File: src/rtl/ectl_pkg.sv
package ectl_pkg;
  typedef enum logic [2:0] {
    TB_DIV_SLOW = 3'b000,
    TB_DIV_FAST = 3'b001,
    TB_TPULSE   = 3'b010,
    TB_EVT_FALL = 3'b011,
    TB_SYSCLK   = 3'b100,
    TB_EXT_DIV  = 3'b101,
    TB_RSV_A    = 3'b110,
    TB_RSV_B    = 3'b111
  } tb_sel_e;

  // mode register bit positions (decoded by neighbours, so fixed)
  localparam int MB_IDLE = 7;
  localparam int MB_WDEN = 6;
  localparam int MB_LOCK = 5;
  localparam int MB_ZERO = 4;
  localparam int MB_IEN  = 0;
  localparam logic [7:0] MODE_RESET = 8'h40;
endpackage

File: src/rtl/ectl_sync.sv
module ectl_sync #(
  parameter int STAGES = 2
) (
  input  logic clk,
  input  logic rst_n,
  input  logic d,
  output logic q
);
  logic [STAGES-1:0] chain_q;
  generate
    if (STAGES == 1) begin : g_one
      always_ff @(posedge clk) begin
        if (!rst_n) chain_q <= '0;
        else        chain_q <= d;
      end
    end else begin : g_many
      always_ff @(posedge clk) begin
        if (!rst_n) chain_q <= '0;
        else        chain_q <= {chain_q[STAGES-2:0], d};
      end
    end
  endgenerate
  assign q = chain_q[STAGES-1];
endmodule

File: src/rtl/ectl_timebase.sv
module ectl_timebase
  import ectl_pkg::*;
#(
  parameter int DIV_SLOW    = 12,
  parameter int DIV_FAST    = 4,
  parameter int EXT_DIV     = 8,
  parameter int SYNC_STAGES = 2
) (
  input  logic    clk,
  input  logic    rst_n,
  input  tb_sel_e sel,
  input  logic    tmr_pulse,
  input  logic    evt_pin,
  input  logic    ext_clk,
  output logic    tick
);
  localparam int SW = (DIV_SLOW > 1) ? $clog2(DIV_SLOW) : 1;
  localparam int FW = (DIV_FAST > 1) ? $clog2(DIV_FAST) : 1;
  localparam int EW = (EXT_DIV  > 1) ? $clog2(EXT_DIV)  : 1;

  logic [SW-1:0] slow_q;
  logic [FW-1:0] fast_q;
  logic [EW-1:0] ext_q;
  logic slow_tick, fast_tick, ext_tick;
  logic evt_s, evt_d, evt_fall;
  logic ext_s, ext_d, ext_rise;

  assign slow_tick = (slow_q == SW'(DIV_SLOW - 1));
  assign fast_tick = (fast_q == FW'(DIV_FAST - 1));

  always_ff @(posedge clk) begin
    if (!rst_n) begin
      slow_q <= '0;
      fast_q <= '0;
    end else begin
      slow_q <= slow_tick ? '0 : slow_q + 1'b1;
      fast_q <= fast_tick ? '0 : fast_q + 1'b1;
    end
  end

  ectl_sync #(.STAGES(SYNC_STAGES)) u_evt_sync (
    .clk(clk), .rst_n(rst_n), .d(evt_pin), .q(evt_s));
  ectl_sync #(.STAGES(SYNC_STAGES)) u_ext_sync (
    .clk(clk), .rst_n(rst_n), .d(ext_clk), .q(ext_s));

  assign evt_fall = evt_d & ~evt_s;
  assign ext_rise = ext_s & ~ext_d;
  assign ext_tick = ext_rise && (ext_q == EW'(EXT_DIV - 1));

  always_ff @(posedge clk) begin
    if (!rst_n) begin
      evt_d <= 1'b0;
      ext_d <= 1'b0;
      ext_q <= '0;
    end else begin
      evt_d <= evt_s;
      ext_d <= ext_s;
      if (ext_rise) ext_q <= ext_tick ? '0 : ext_q + 1'b1;
    end
  end

  always_comb begin
    case (sel)
      TB_DIV_SLOW: tick = slow_tick;
      TB_DIV_FAST: tick = fast_tick;
      TB_TPULSE:   tick = tmr_pulse;
      TB_EVT_FALL: tick = evt_fall;
      TB_SYSCLK:   tick = 1'b1;
      TB_EXT_DIV:  tick = ext_tick;
      default:     tick = 1'b0;
    endcase
  end
endmodule

File: src/rtl/ectl_modereg.sv
module ectl_modereg
  import ectl_pkg::*;
(
  input  logic       clk,
  input  logic       rst_n,
  input  logic       wr,
  input  logic [7:0] wdata,
  output logic [7:0] mode_q
);
  logic [7:0] mode_nxt;
  logic en_now, lk_now;

  assign en_now = mode_q[MB_WDEN];
  assign lk_now = mode_q[MB_LOCK];

  always_comb begin
    mode_nxt          = en_now ? mode_q : wdata;
    mode_nxt[MB_LOCK] = lk_now | wdata[MB_LOCK];
    mode_nxt[MB_WDEN] = lk_now ? (en_now | wdata[MB_WDEN]) : wdata[MB_WDEN];
    mode_nxt[MB_ZERO] = 1'b0;
  end

  always_ff @(posedge clk) begin
    if (!rst_n)  mode_q <= MODE_RESET;
    else if (wr) mode_q <= mode_nxt;
  end
endmodule

File: src/rtl/ectl_counter.sv
module ectl_counter #(
  parameter int CW = 16,
  localparam int NB = CW / 8
) (
  input  logic          clk,
  input  logic          rst_n,
  input  logic          adv,
  input  logic [NB-1:0] wr_byte,
  input  logic [7:0]    wdata,
  input  logic          flag_clr,
  output logic [CW-1:0] count,
  output logic          ovf
);
  logic [CW-1:0] cnt_q, cnt_wr;
  logic wrap;

  always_comb begin
    cnt_wr = cnt_q;
    for (int b = 0; b < NB; b++)
      if (wr_byte[b]) cnt_wr[b*8 +: 8] = wdata;
  end

  assign wrap = adv && (wr_byte == '0) && (cnt_q == '1);

  always_ff @(posedge clk) begin
    if (!rst_n) begin
      cnt_q <= '0;
      ovf   <= 1'b0;
    end else begin
      if (wr_byte != '0) cnt_q <= cnt_wr;
      else if (adv)      cnt_q <= cnt_q + 1'b1;
      if (wrap)          ovf <= 1'b1;
      else if (flag_clr) ovf <= 1'b0;
    end
  end

  assign count = cnt_q;
endmodule

File: src/rtl/evt_counter_ctrl.sv
module evt_counter_ctrl
  import ectl_pkg::*;
#(
  parameter int CNT_W       = 16,
  parameter int DIV_SLOW    = 12,
  parameter int DIV_FAST    = 4,
  parameter int EXT_DIV     = 8,
  parameter int SYNC_STAGES = 2,
  localparam int NB = CNT_W / 8,
  localparam int AW = $clog2(NB + 2)
) (
  input  logic             clk,
  input  logic             rst_n,
  input  logic             bus_wr,
  input  logic [AW-1:0]    bus_addr,
  input  logic [7:0]       bus_wdata,
  output logic [7:0]       bus_rdata,
  input  logic             tmr_ovf_in,
  input  logic             evt_pin,
  input  logic             ext_clk,
  input  logic             cpu_idle,
  output logic [CNT_W-1:0] count,
  output logic             ovf_flag,
  output logic             irq,
  output logic             wd_enable
);
  localparam logic [AW-1:0] A_MODE = '0;
  localparam logic [AW-1:0] A_FLAG = AW'(NB + 1);

  logic [7:0]    mode_q;
  logic [NB-1:0] wr_byte;
  logic tick, hold, flag_clr;

  ectl_modereg u_mode (
    .clk(clk), .rst_n(rst_n),
    .wr(bus_wr && bus_addr == A_MODE),
    .wdata(bus_wdata), .mode_q(mode_q));

  ectl_timebase #(
    .DIV_SLOW(DIV_SLOW), .DIV_FAST(DIV_FAST),
    .EXT_DIV(EXT_DIV), .SYNC_STAGES(SYNC_STAGES)
  ) u_tb (
    .clk(clk), .rst_n(rst_n), .sel(tb_sel_e'(mode_q[3:1])),
    .tmr_pulse(tmr_ovf_in), .evt_pin(evt_pin), .ext_clk(ext_clk),
    .tick(tick));

  genvar gb;
  generate
    for (gb = 0; gb < NB; gb++) begin : g_wr
      assign wr_byte[gb] = bus_wr && (bus_addr == AW'(gb + 1));
    end
  endgenerate

  assign hold     = mode_q[MB_IDLE] & cpu_idle;
  assign flag_clr = bus_wr && (bus_addr == A_FLAG) && !bus_wdata[0];

  ectl_counter #(.CW(CNT_W)) u_cnt (
    .clk(clk), .rst_n(rst_n), .adv(tick & ~hold), .wr_byte(wr_byte),
    .wdata(bus_wdata), .flag_clr(flag_clr), .count(count), .ovf(ovf_flag));

  always_comb begin
    bus_rdata = '0;
    if (bus_addr == A_MODE)      bus_rdata = mode_q;
    else if (bus_addr == A_FLAG) bus_rdata = {7'b0, ovf_flag};
    else
      for (int b = 0; b < NB; b++)
        if (bus_addr == AW'(b + 1)) bus_rdata = count[b*8 +: 8];
  end

  assign irq       = ovf_flag & mode_q[MB_IEN];
  assign wd_enable = mode_q[MB_WDEN];
endmodule

File: config.mk
export PLATFORM = sky130hd
export DESIGN_NAME = evt_counter_ctrl
export DESIGN_NICKNAME = d
export VERILOG_FILES = /design/src/rtl/ectl_pkg.sv /design/src/rtl/ectl_sync.sv /design/src/rtl/ectl_timebase.sv /design/src/rtl/ectl_modereg.sv /design/src/rtl/ectl_counter.sv /design/src/rtl/evt_counter_ctrl.sv
export SDC_FILE = /design/constraint.sdc
export NUM_CORES = 1
export LEC_CHECK = 0
export ABC_CLOCK_PERIOD_IN_PS = 2650
export BUFFER_PORTS_ARGS = -buffer_cell sky130_fd_sc_hd__buf_4
export CAP_MARGIN = 25
export CORE_MARGIN = 2
export CORE_UTILIZATION = 25
export CTS_CLUSTER_SIZE = 10
export DETAILED_ROUTE_END_ITERATION = 12
export GPL_TIMING_DRIVEN = 1
export PLACE_DENSITY = 0.4
export SLEW_MARGIN = 30
export SYNTH_ARGS = -nofsm -noshare
export SYNTH_HDL_FRONTEND = slang
export SYNTH_SLANG_ARGS = --single-unit
File: constraint.sdc
create_clock -name clk -period 2.65 [get_ports clk]
set_input_delay 0.3975 -clock clk [delete_from_list [all_inputs] [get_ports clk]]
set_output_delay 0.3975 -clock clk [all_outputs]
set_load 0.02 [all_outputs]
==> impl_metrics.csv <==
group,metric,value,unit
floorplanning,die-area,10100,um2
clock_network,cts.path.max_buffers,2,
critical_path,reg2reg_slack,0.60,ns
sta,postLayoutSetupSlackWorst,0.597,ns
placed_design,hpwl,5.47,mm
clock_network,root_buffer,"clkbuf_8",
clock_network,cts.htree.levels,2,
critical_path,cp-end-kind,"register",
sta,drv_slew,0,
clock_network,cts_resized,0,
sta,final_period_minus_worst_setup_slack,2.05,ns
route,antenna_left,0,
global_route,grt_pass1_vias,2083,
placed_design,io_buffers,43,
job,maxCapViolCount,0,
critical_path,critPathKind,"reg2reg",
global_route,grt_max_degree,32,
floorplanning,die_width,100,um
yosys,synth_area,2330,um2
global_route,grt_usage,15.5,%
critical_path,r2r_start,"u_tb.ext_q[0]$_SDFFE_PN0P_",
global_route,grt_pass1_wl,12.0,mm
route,drc,0,
sta,rsz0062_at_grt,"false",
final_layout,nFillCells,976,
clock_network,post_cts_buffers,0,
sta,hold_viol,0,
power_and_ir_drop,power_leakage,1.08,nW
min_path,hold_path.class,"in2reg",
yosys,yosys_warnings,0,
min_path,holdPathEnd,"u_tb.u_evt_sync.chain_q[0]$_SDFF_PN0_",
sta,worstMarginPinSlew,0.847,ns
final_layout,stdcell_count,424,
route,dr_total_vias,2228,
critical_path,reg2reg_depth,8,
yosys,syn-num-nets,291,
sta,fin_tns_setup,0,ns
final_layout,layout.nets,334,
outcome,status,"finished clean",
critical_path,worstPathArrival,2.21,ns
global_route,grt_overflow_total,0,
final_layout,utilization,31.5,%
route,post_drt_wl_per_cell,17.7,um
sta,slew_headroom,43.5,%
route,wirelength,7.52,mm
yosys,netlist.area_leader.share,33.5,%
final_layout,area_delta_synth_final,24.0,%
yosys,synth_seq_cells,39,
power_and_ir_drop,peakVddDrop,0.218,mV
final_layout,antenna_cells,0,
yosys,yosys.area.top_type,"dfxtp_1",
placed_design,pre_cts_ws,0.547,ns
critical_path,critPathRequiredTime,2.80,ns
floorplanning,initial_core_util,25.4,%
sta,finalClockSkew,0.00617,ns
global_route,antenna_found_initial,0,
floorplanning,die_y,100,um
floorplanning,rows,35,
sta,max_freq,0.487,GHz
clock_network,numCtsBuffers,5,
critical_path,timing.rr.end,"u_cnt.count[15]$_SDFFE_PN0P_",
sta,finalSetupViolCount,0,
placed_design,place_congestion,0.773,
clock_network,hold_buffers,0,
yosys,synthTopCellsByArea,"dfxtp_1, mux2i_1, nor2_1, nand2_1, o311ai_0",
min_path,hold_path_depth,2,
critical_path,cp-start-kind,"register",
yosys,syn_area_per_cell,8.65,um2
yosys,synth_cell_types,58,
clock_network,cts_tree,"done",
clock_network,cts.sinks,39,
final_layout,regArea,781,um2
yosys,seq_area_frac_synth,33.5,%
final_layout,multi_input_area,1460,um2
route,viasPerCell,5.25,
placed_design,dpl.cell_count,416,
min_path,hold_start,"evt_pin",
clock_network,clk_latency,0.29,ns
yosys,synthCells,269,
final_layout,drive_above_1_share,24.6,%
floorplanning,ios,44,
clock_network,path_clk_slew,0.08,ns
route,drt_iter0_drc,127,
critical_path,critPathMaxFanout,8,
floorplanning,fp.coreArea,9150,um2
power_and_ir_drop,p_per_area,469,nW/um2
sta,fin_crit_sh,77.5,%
route,first_pass_iters,5,
sta,hold_slack,0.311,ns
## through the flow
| stage | area, um2 | power, W |
|---|---|---|
| floorplan | 2330 | 0.000760 |
| global placement | 2770 | 0.000843 |
| detailed placement | 2770 | 0.000840 |
| CTS | 2890 | 0.00138 |
| global route | 2890 | 0.00142 |
| finish | 2890 | 0.00135 |
## Yosys cell counts (all sizes together)
cell and number:
and2 12, a32oi 1, nand3b 4, nand2b 3, a41oi 2, or3 2
a21o 1, and4 2, dfxtp 39, a21oi 15, nand3 4, inv 3
mux2i 12, o31ai 10, o2bb2a 1, nand2 26, nor4 7, nand4b 1
nor3b 7, o31a 2, nor2 32, o21ai 15, xnor2 1, ha 5
nor2b 3, o32ai 1, a211oi 3, nor3 5, xor2 1, a21boi 2
mux4 1, a31oi 4, and3 4, a311oi 1, o311ai 11, a22oi 3
nand4 3, a22o 1, o22ai 2, o21a 1, clkbuf 7, o211ai 1
buf 8
## sequential cells by signal, summed over array words and instances, names as in the netlist
register	count
u_cnt.ovf	1
u_tb.slow_q	4
u_tb.ext_q	3
u_mode.mode_q	7
u_tb.fast_q	2
u_tb.evt_d	1
u_tb.ext_d	1
u_tb.u_ext_sync.chain_q	2
u_tb.u_evt_sync.chain_q	2
u_cnt.count	16
## where the power goes
group	internal [W]	total [W]	switching, W
clock network	0.000305	0.000528	0.000223
registers	0.000606	0.000624	0.0000183
logic	0.0000799	0.000202	0.000122
## logic make-up after synthesis
kind of cell,synth area share (%)
and+or+nand+nor,28.5
xor gates and xnor gates,1.08
AOI/OAI and AO/OA,24.1
muxes,6.13
adders and majority gates,2.69
buffers and inverters,3.92
DFF,33.5
## final cells by class
| type | count | share of cell area [%] |
|---|---|---|
| Timing Repair Buffer | 51 | 13.3 |
| Inverter | 3 | 0.390 |
| Clock inverter | 2 | 1.21 |
| Tap cell | 111 | 4.81 |
| Sequential cell | 39 | 27.0 |
| Clock buffer | 6 | 2.86 |
| Multi-Input combinational cell | 212 | 50.4 |
## worst max path at each step
stage                                           start                            to  cells past startpoint  slack, ns
final                      u_tb.ext_q[0]$_SDFFE_PN0P_  u_cnt.count[15]$_SDFFE_PN0P_                      8       0.60
after global routing       u_tb.ext_q[0]$_SDFFE_PN0P_   u_cnt.count[8]$_SDFFE_PN0P_                      8       0.40
after CTS                  u_tb.ext_q[0]$_SDFFE_PN0P_  u_cnt.count[15]$_SDFFE_PN0P_                      8       0.57
after detailed placement                  bus_addr[1]   u_cnt.count[7]$_SDFFE_PN0P_                      6       0.55
after global placement                    bus_addr[1]   u_cnt.count[4]$_SDFFE_PN0P_                      6       0.51
after floorplan           u_cnt.count[0]$_SDFFE_PN0P_  u_cnt.count[12]$_SDFFE_PN0P_                      6       0.79
## critical path, cell delays in order (launching register included)
cell	delay, ns
dfxtp_1	0.36
ha_1	0.16
ha_1	0.22
nand3b_1	0.09
a21oi_1	0.36
nor4_2	0.09
buf_4	0.19
o311ai_0	0.33
o31ai_1	0.12
## cell usage in the layout (no fill, tap or decap), types with 3 or more instances in the layout
master    instances
nor3_1            4
nor2b_1           3
a211oi_1          3
clkbuf_8          6
nor3b_1           7
inv_1             3
a31oi_1           4
o311ai_0          9
nand3_1           3
o31ai_1          10
nor2_1           31
and3_1            4
a21oi_1          13
nand2_1          26
nand2b_1          3
dfxtp_1          39
and2_1           10
a22oi_1           3
mux2i_1          12
o21ai_0          15
nor4_1            3
ha_1              5
buf_4            51
nand3b_1          4
## metal layers
layer  vias to the layer above  GRT usage, %  wire length, um
li1                       1088             -                -
met2                        63          24.1             3470
met5                         -             0                0
met4                         0          4.32              126
met1                      1068          21.8             3520
met3                         9          3.33              404
Power figures use the tool's default switching activity.
